===== config.mk =====
export PLATFORM = sky130hd
export DESIGN_NAME = ctl_decode_top
export DESIGN_NICKNAME = d
export VERILOG_FILES = /design/src/rtl/ctl_pkg.sv /design/src/rtl/ctl_class_dec.sv /design/src/rtl/ctl_imm_gen.sv /design/src/rtl/ctl_alu_dec.sv /design/src/rtl/ctl_decode_top.sv
export SDC_FILE = /design/constraint.sdc
export NUM_CORES = 1
export LEC_CHECK = 0
export BUFFER_PORTS_ARGS = -buffer_cell sky130_fd_sc_hd__buf_2
export CELL_PAD_IN_SITES_DETAIL_PLACEMENT = 1
export CELL_PAD_IN_SITES_GLOBAL_PLACEMENT = 2
export CORE_ASPECT_RATIO = 0.9
export CORE_MARGIN = 2
export CORE_UTILIZATION = 19
export DETAILED_ROUTE_END_ITERATION = 8
export PLACE_DENSITY = 0.92
export SLEW_MARGIN = 40
export SYNTH_ARGS = -nofsm -noshare
export SYNTH_HDL_FRONTEND = slang
export SYNTH_HIERARCHICAL = 1
export SYNTH_SLANG_ARGS = --single-unit

===== constraint.sdc =====
create_clock -name vclk -period 7.5
set_input_delay 1.5 -clock vclk [all_inputs]
set_output_delay 1.5 -clock vclk [all_outputs]
set_load 0.1 [all_outputs]

===== src/rtl/ctl_pkg.sv =====
package ctl_pkg;

    localparam int ILEN = 32;

    localparam logic [6:0] OPC_OPIMM  = 7'b0010011;
    localparam logic [6:0] OPC_OP     = 7'b0110011;
    localparam logic [6:0] OPC_LOAD   = 7'b0000011;
    localparam logic [6:0] OPC_STORE  = 7'b0100011;
    localparam logic [6:0] OPC_BRANCH = 7'b1100011;
    localparam logic [6:0] OPC_JAL    = 7'b1101111;
    localparam logic [6:0] OPC_JALR   = 7'b1100111;
    localparam logic [6:0] OPC_AUIPC  = 7'b0010111;
    localparam logic [6:0] OPC_LUI    = 7'b0110111;

    typedef enum logic [3:0] {
        CL_NONE, CL_OPIMM, CL_OP, CL_LOAD, CL_STORE,
        CL_BRANCH, CL_JAL, CL_JALR, CL_AUIPC, CL_LUI
    } instr_class_e;

    typedef enum logic [1:0] {PC_SEQ = 2'd0, PC_REL = 2'd1, PC_REG = 2'd2} pc_sel_e;
    typedef enum logic [1:0] {OPA_RS1 = 2'd0, OPA_PC = 2'd1, OPA_ZERO = 2'd2} opa_sel_e;
    typedef enum logic       {OPB_RS2 = 1'b0, OPB_IMM = 1'b1} opb_sel_e;
    typedef enum logic [1:0] {WB_ALU = 2'd0, WB_MEM = 2'd1, WB_LINK = 2'd2} wb_sel_e;
    typedef enum logic [2:0] {IMM_NONE, IMM_I, IMM_S, IMM_B, IMM_J, IMM_U} imm_fmt_e;

    typedef enum logic [2:0] {
        ALU_ADD = 3'd0, ALU_SLL = 3'd1, ALU_SLT = 3'd2, ALU_SLTU = 3'd3,
        ALU_XOR = 3'd4, ALU_SR  = 3'd5, ALU_OR  = 3'd6, ALU_AND  = 3'd7
    } alu_op_e;

    typedef struct packed {
        logic     reg_we;
        logic     mem_we;
        logic     jump;
        pc_sel_e  pc_sel;
        opa_sel_e opa_sel;
        opb_sel_e opb_sel;
        wb_sel_e  wb_sel;
        imm_fmt_e imm_fmt;
    } class_ctl_t;

    typedef struct packed {
        alu_op_e op;
        logic    sgn;
        logic    neg;
        logic    inc;
        logic    branch;
        logic    br_neg_zero;
    } alu_ctl_t;

    function automatic instr_class_e classify(input logic [6:0] opc);
        case (opc)
            OPC_OPIMM:  return CL_OPIMM;
            OPC_OP:     return CL_OP;
            OPC_LOAD:   return CL_LOAD;
            OPC_STORE:  return CL_STORE;
            OPC_BRANCH: return CL_BRANCH;
            OPC_JAL:    return CL_JAL;
            OPC_JALR:   return CL_JALR;
            OPC_AUIPC:  return CL_AUIPC;
            OPC_LUI:    return CL_LUI;
            default:    return CL_NONE;
        endcase
    endfunction

endpackage


===== src/rtl/ctl_class_dec.sv =====
module ctl_class_dec
    import ctl_pkg::*;
(
    input  logic [6:0]   opcode_i,
    output instr_class_e cls_o,
    output class_ctl_t   ctl_o
);

    always_comb begin
        cls_o = classify(opcode_i);
        ctl_o = '{reg_we: 1'b0, mem_we: 1'b0, jump: 1'b0, pc_sel: PC_SEQ,
                  opa_sel: OPA_RS1, opb_sel: OPB_RS2, wb_sel: WB_ALU,
                  imm_fmt: IMM_NONE};
        case (cls_o)
            CL_OPIMM: begin
                ctl_o.reg_we  = 1'b1;
                ctl_o.opb_sel = OPB_IMM;
                ctl_o.imm_fmt = IMM_I;
            end
            CL_OP: ctl_o.reg_we = 1'b1;
            CL_LOAD: begin
                ctl_o.reg_we  = 1'b1;
                ctl_o.opb_sel = OPB_IMM;
                ctl_o.wb_sel  = WB_MEM;
                ctl_o.imm_fmt = IMM_I;
            end
            CL_STORE: begin
                ctl_o.mem_we  = 1'b1;
                ctl_o.opb_sel = OPB_IMM;
                ctl_o.imm_fmt = IMM_S;
            end
            CL_BRANCH: begin
                ctl_o.pc_sel  = PC_REL;
                ctl_o.imm_fmt = IMM_B;
            end
            CL_JAL: begin
                ctl_o.reg_we  = 1'b1;
                ctl_o.jump    = 1'b1;
                ctl_o.pc_sel  = PC_REL;
                ctl_o.opa_sel = OPA_PC;
                ctl_o.opb_sel = OPB_IMM;
                ctl_o.wb_sel  = WB_LINK;
                ctl_o.imm_fmt = IMM_J;
            end
            CL_JALR: begin
                ctl_o.reg_we  = 1'b1;
                ctl_o.jump    = 1'b1;
                ctl_o.pc_sel  = PC_REG;
                ctl_o.opb_sel = OPB_IMM;
                ctl_o.wb_sel  = WB_LINK;
                ctl_o.imm_fmt = IMM_I;
            end
            CL_AUIPC: begin
                ctl_o.reg_we  = 1'b1;
                ctl_o.opa_sel = OPA_PC;
                ctl_o.opb_sel = OPB_IMM;
                ctl_o.imm_fmt = IMM_U;
            end
            CL_LUI: begin
                ctl_o.reg_we  = 1'b1;
                ctl_o.opa_sel = OPA_ZERO;
                ctl_o.opb_sel = OPB_IMM;
                ctl_o.imm_fmt = IMM_U;
            end
            default: ;
        endcase
    end

    // a store never writes the register file, a branch writes nothing
    always_comb begin
        if (cls_o == CL_STORE || cls_o == CL_BRANCH)
            a_r1_no_reg_write: assert (!ctl_o.reg_we)
                else $error("reg write on store/branch");
    end

endmodule


===== src/rtl/ctl_imm_gen.sv =====
module ctl_imm_gen
    import ctl_pkg::*;
#(
    parameter int XLEN = 32
) (
    input  logic [ILEN-1:7] ibits_i,
    input  imm_fmt_e        fmt_i,
    output logic [XLEN-1:0] imm_o
);

    logic signed [ILEN-1:0] raw;
    logic signed [XLEN-1:0] ext;

    always_comb begin
        raw = '0;
        case (fmt_i)
            IMM_I: raw = {{20{ibits_i[31]}}, ibits_i[31:20]};
            IMM_S: raw = {{20{ibits_i[31]}}, ibits_i[31:25], ibits_i[11:7]};
            IMM_B: raw = {{19{ibits_i[31]}}, ibits_i[31], ibits_i[7],
                          ibits_i[30:25], ibits_i[11:8], 1'b0};
            IMM_J: raw = {{11{ibits_i[31]}}, ibits_i[31], ibits_i[19:12],
                          ibits_i[20], ibits_i[30:21], 1'b0};
            IMM_U: raw = {ibits_i[31:12], 12'h000};
            default: raw = '0;
        endcase
        ext   = raw;
        imm_o = ext;
    end

    // upper-immediate forms leave the low twelve bits clear
    // every real format carries the instruction sign bit to the top
    always_comb begin
        if (fmt_i == IMM_U)
            a_r7_upper_low_clear: assert (imm_o[11:0] == 12'h000)
                else $error("upper imm low bits set");
        if (fmt_i != IMM_NONE)
            a_r3_sign_top: assert (imm_o[XLEN-1] == ibits_i[31])
                else $error("imm sign lost");
    end

endmodule


===== src/rtl/ctl_alu_dec.sv =====
module ctl_alu_dec
    import ctl_pkg::*;
(
    input  instr_class_e cls_i,
    input  logic [2:0]   funct3_i,
    input  logic         alt_i,
    output alu_ctl_t     alu_o
);

    always_comb begin
        alu_o = '{op: ALU_ADD, sgn: 1'b0, neg: 1'b0, inc: 1'b0,
                  branch: 1'b0, br_neg_zero: 1'b0};
        case (cls_i)
            CL_OPIMM, CL_OP: begin
                alu_o.op  = alu_op_e'(funct3_i);
                alu_o.sgn = (funct3_i == 3'b101) && alt_i;
                if (cls_i == CL_OP && funct3_i == 3'b000 && alt_i) begin
                    alu_o.neg = 1'b1;
                    alu_o.inc = 1'b1;
                end
            end
            CL_BRANCH: begin
                case (funct3_i)
                    3'b000, 3'b001: begin
                        alu_o.neg         = 1'b1;
                        alu_o.inc         = 1'b1;
                        alu_o.branch      = 1'b1;
                        alu_o.br_neg_zero = funct3_i[0];
                    end
                    3'b100, 3'b101: begin
                        alu_o.op          = ALU_SLT;
                        alu_o.branch      = 1'b1;
                        alu_o.br_neg_zero = ~funct3_i[0];
                    end
                    3'b110, 3'b111: begin
                        alu_o.op          = ALU_SLTU;
                        alu_o.branch      = 1'b1;
                        alu_o.br_neg_zero = ~funct3_i[0];
                    end
                    default: ;
                endcase
            end
            default: ;
        endcase
    end

    // invert and carry-in travel together (two's complement subtract)
    // the invert-zero control is meaningful only on a branch
    always_comb begin
        a_r9_sub_pair: assert (alu_o.neg == alu_o.inc)
            else $error("negate without add-one");
        if (alu_o.br_neg_zero)
            a_r10_negz_needs_branch: assert (alu_o.branch && cls_i == CL_BRANCH)
                else $error("negate-zero outside branch");
    end

endmodule


===== src/rtl/ctl_decode_top.sv =====
module ctl_decode_top
    import ctl_pkg::*;
#(
    parameter int XLEN   = 32,
    parameter int REG_AW = 5
) (
    input  logic [ILEN-1:0]   instr_i,
    output logic              mem_we_o,
    output logic [1:0]        pc_sel_o,
    output logic              jump_o,
    output logic              branch_o,
    output logic              br_neg_zero_o,
    output logic [XLEN-1:0]   imm_o,
    output logic [1:0]        opa_sel_o,
    output logic              opb_sel_o,
    output logic [2:0]        alu_op_o,
    output logic              alu_signed_o,
    output logic              alu_neg_o,
    output logic              alu_inc_o,
    output logic [REG_AW-1:0] rs1_o,
    output logic [REG_AW-1:0] rs2_o,
    output logic [REG_AW-1:0] rd_o,
    output logic [1:0]        wb_sel_o,
    output logic              reg_we_o
);

    localparam int RS1_LSB = 15;
    localparam int RS2_LSB = 20;
    localparam int RD_LSB  = 7;

    instr_class_e cls;
    class_ctl_t   ctl;
    alu_ctl_t     alu;
    pc_sel_e      pc_sel;

    ctl_class_dec u_class (
        .opcode_i (instr_i[6:0]),
        .cls_o    (cls),
        .ctl_o    (ctl)
    );

    ctl_imm_gen #(.XLEN(XLEN)) u_imm (
        .ibits_i (instr_i[ILEN-1:7]),
        .fmt_i   (ctl.imm_fmt),
        .imm_o   (imm_o)
    );

    ctl_alu_dec u_alu (
        .cls_i    (cls),
        .funct3_i (instr_i[14:12]),
        .alt_i    (instr_i[30]),
        .alu_o    (alu)
    );

    always_comb begin
        pc_sel = ctl.pc_sel;
        if (cls == CL_BRANCH && !alu.branch)
            pc_sel = PC_SEQ;
    end

    assign mem_we_o      = ctl.mem_we;
    assign reg_we_o      = ctl.reg_we;
    assign jump_o        = ctl.jump;
    assign pc_sel_o      = pc_sel;
    assign opa_sel_o     = ctl.opa_sel;
    assign opb_sel_o     = ctl.opb_sel;
    assign wb_sel_o      = ctl.wb_sel;
    assign branch_o      = alu.branch;
    assign br_neg_zero_o = alu.br_neg_zero;
    assign alu_op_o      = alu.op;
    assign alu_signed_o  = alu.sgn;
    assign alu_neg_o     = alu.neg;
    assign alu_inc_o     = alu.inc;
    assign rs1_o         = instr_i[RS1_LSB +: REG_AW];
    assign rs2_o         = instr_i[RS2_LSB +: REG_AW];
    assign rd_o          = instr_i[RD_LSB  +: REG_AW];

    // memory is written only by the store opcode
    // a jump or taken-capable branch always names a non-sequential target
    always_comb begin
        if (mem_we_o)
            a_r2_store_only: assert (instr_i[6:0] == OPC_STORE)
                else $error("mem write on non-store");
        if (jump_o || branch_o)
            a_r11_target_set: assert (pc_sel_o != 2'd0)
                else $error("jump without target");
        if (jump_o)
            a_r12_link_data: assert (wb_sel_o == 2'd2 && reg_we_o)
                else $error("jump without link");
    end

endmodule


==> run metrics <==
Layout Nets 255; post-route setup slack 1780 ps; register area 0 µm²; Worst setup SP type primary input; Hold Path Class primary input to primary output; fraction of synthesized area in multiplexers 3.05%; Slew Viols, Final 0; num sequential 0; CP Max Fanout 12; gpl congestion between 0.7 and 0.8; Post-Place Cells 288; Synth area leaders buf_4 14%, a311o_1 11%, a21o_1 5.9%; sequential area share after synthesis 0%; # rows 25; worst slew pin tran 703 ps; share of cells above drive strength 1 50.7%; Synth Area in XOR/XNOR under 10%; average size of a mapped cell 6.75 µm²; post-synth top area share 13.9%; vias per std cell 4.72; Area Overhead vs Synth 36.3%; first-pass GRT wire length 5640 µm; largest family of logic cells by synthesized area simple AND/OR/NAND/NOR gates; Syn Std Cell Area a little over 1000 µm²; max_cap viols 0; CP endpoint kind primary output; initial antenna violation count 0; synth cell count leaders 19 x buf_4, 16 x nand2_1, 16 x nor2_1; die width 81.5 µm; Top Usage Layer GRT met2; total number of vias 1,360; pre-CTS setup slack 1730 ps; Post-Synth Simple-Gate Area 40.1%; postcts setup bufs 0; met1 Use GR roughly 16%; GRT overflow 0; Synth Area in Compound Gates 32.4%; clock buf count 0; die height 73.7 µm; number of diodes 0; yosys warns 6; Worst EP required 6000 ps; Max Clk Rate 0.175 GHz; largest net degree at the start of global routing 21; GR Layer Usage met2 19.9%; CP Class primary input to primary output; I/O Pins 97; aggregate global-route resource usage 11.2%; Non-Filler Instances between 200 and 300; Routed WL between 3000 and 4000 µm; Yosys top cell by area buf_4; Routed Antenna Nets 0; CTS Hold Bufs 0; Synth Instances 152; number of setup violations in the final report 0; vias in the first global route 1,195; Mapped Nets 184; die area around 6000 µm²; static leakage about 0.00079 µW; Cell variety after synth 41; period utilization 76.3%; RSZ-0062 raised after global routing false; 1st-pass router iterations 4; Resize count post-CTS 0; crit path DAT 4220 ps; IO buf count 97; GR met3 Demand/Resource less than 1%; Power Total 118 µW; most common cell in the netlist buf_4; status completed; final core occ 26.8%; initial DRC count 25; initial core utilization between 10% and 20%; VDD IR max 0.0289 mV; DRC viols 0; post-layout min period 5720 ps; drt wl/cell between 10 and 15 µm; Core Area 5220 µm²; Pwr Density 84.6 nW/µm²; DP Wirelength 3060 µm; worst rel slew slack about 53%; Synth Area in Adders 0%; Fin. Hold Viols 0
## path summary, 6_finish.rpt
kind | depth (start not counted) | to | slack (ps) | start
max | 7 | imm_o[21] | 1780 | instr_i[3]
min | 2 | rs1_o[1] | 3380 | instr_i[16]
## cell type report
cell class / count / area, µm²
well taps: 67 / 83.8
multi-input cells: 121 / 815
fillers: 700 / 3820
repair buffers: 98 / 493
inverters: 2 / 7.51
## metrics by stage
step | TNS, ps | area, µm² | hold slack (ps)
6_report | 0 | 1400 | 3380
5_1_grt | 0 | 1400 | 3390
3_3_place_gp | 0 | 1400 | 3390
2_1_floorplan | -1050 | 1030 | 3190
3_5_place_dp | 0 | 1400 | 3390
4_1_cts | 0 | 1400 | 3390
## kinds of logic after synthesis
logic type / after synthesis
buffers and inverters: 31
XOR/XNOR: 4
AND/OR/NAND/NOR: 68
multiplexers: 3
AO/OA/AOI/OAI: 46
## report_power, final
group / switching, µW / internal (µW)
clock: 0 / 0
combinational: 97.5 / 20.8
sequential: 0 / 0
## cell usage in the layout (no fill, tap or decap), types with 3 or more instances in the layout
cell type / instances
a21o_1: 8
a21oi_1: 9
a311o_1: 11
and2_1: 6
buf_2: 97
nand2_1: 16
nand3_1: 3
nor2_1: 16
nor3_1: 5
o21a_1: 4
o21ai_0: 8
xnor2_1: 3
## layer usage
layer	up-vias	share of wire [%]
met5	-	0
met4	0	0
met3	0	6.4
met2	50	49
met1	636	45
li1	674	-
## critical path, stage by stage
cell and delay (ps):
buf_2 160, or4_4 560, nor2_1 560, nor2b_1 380, o21a_1 440, a311o_1 200
buf_2 430
Power figures use the tool's default switching activity.
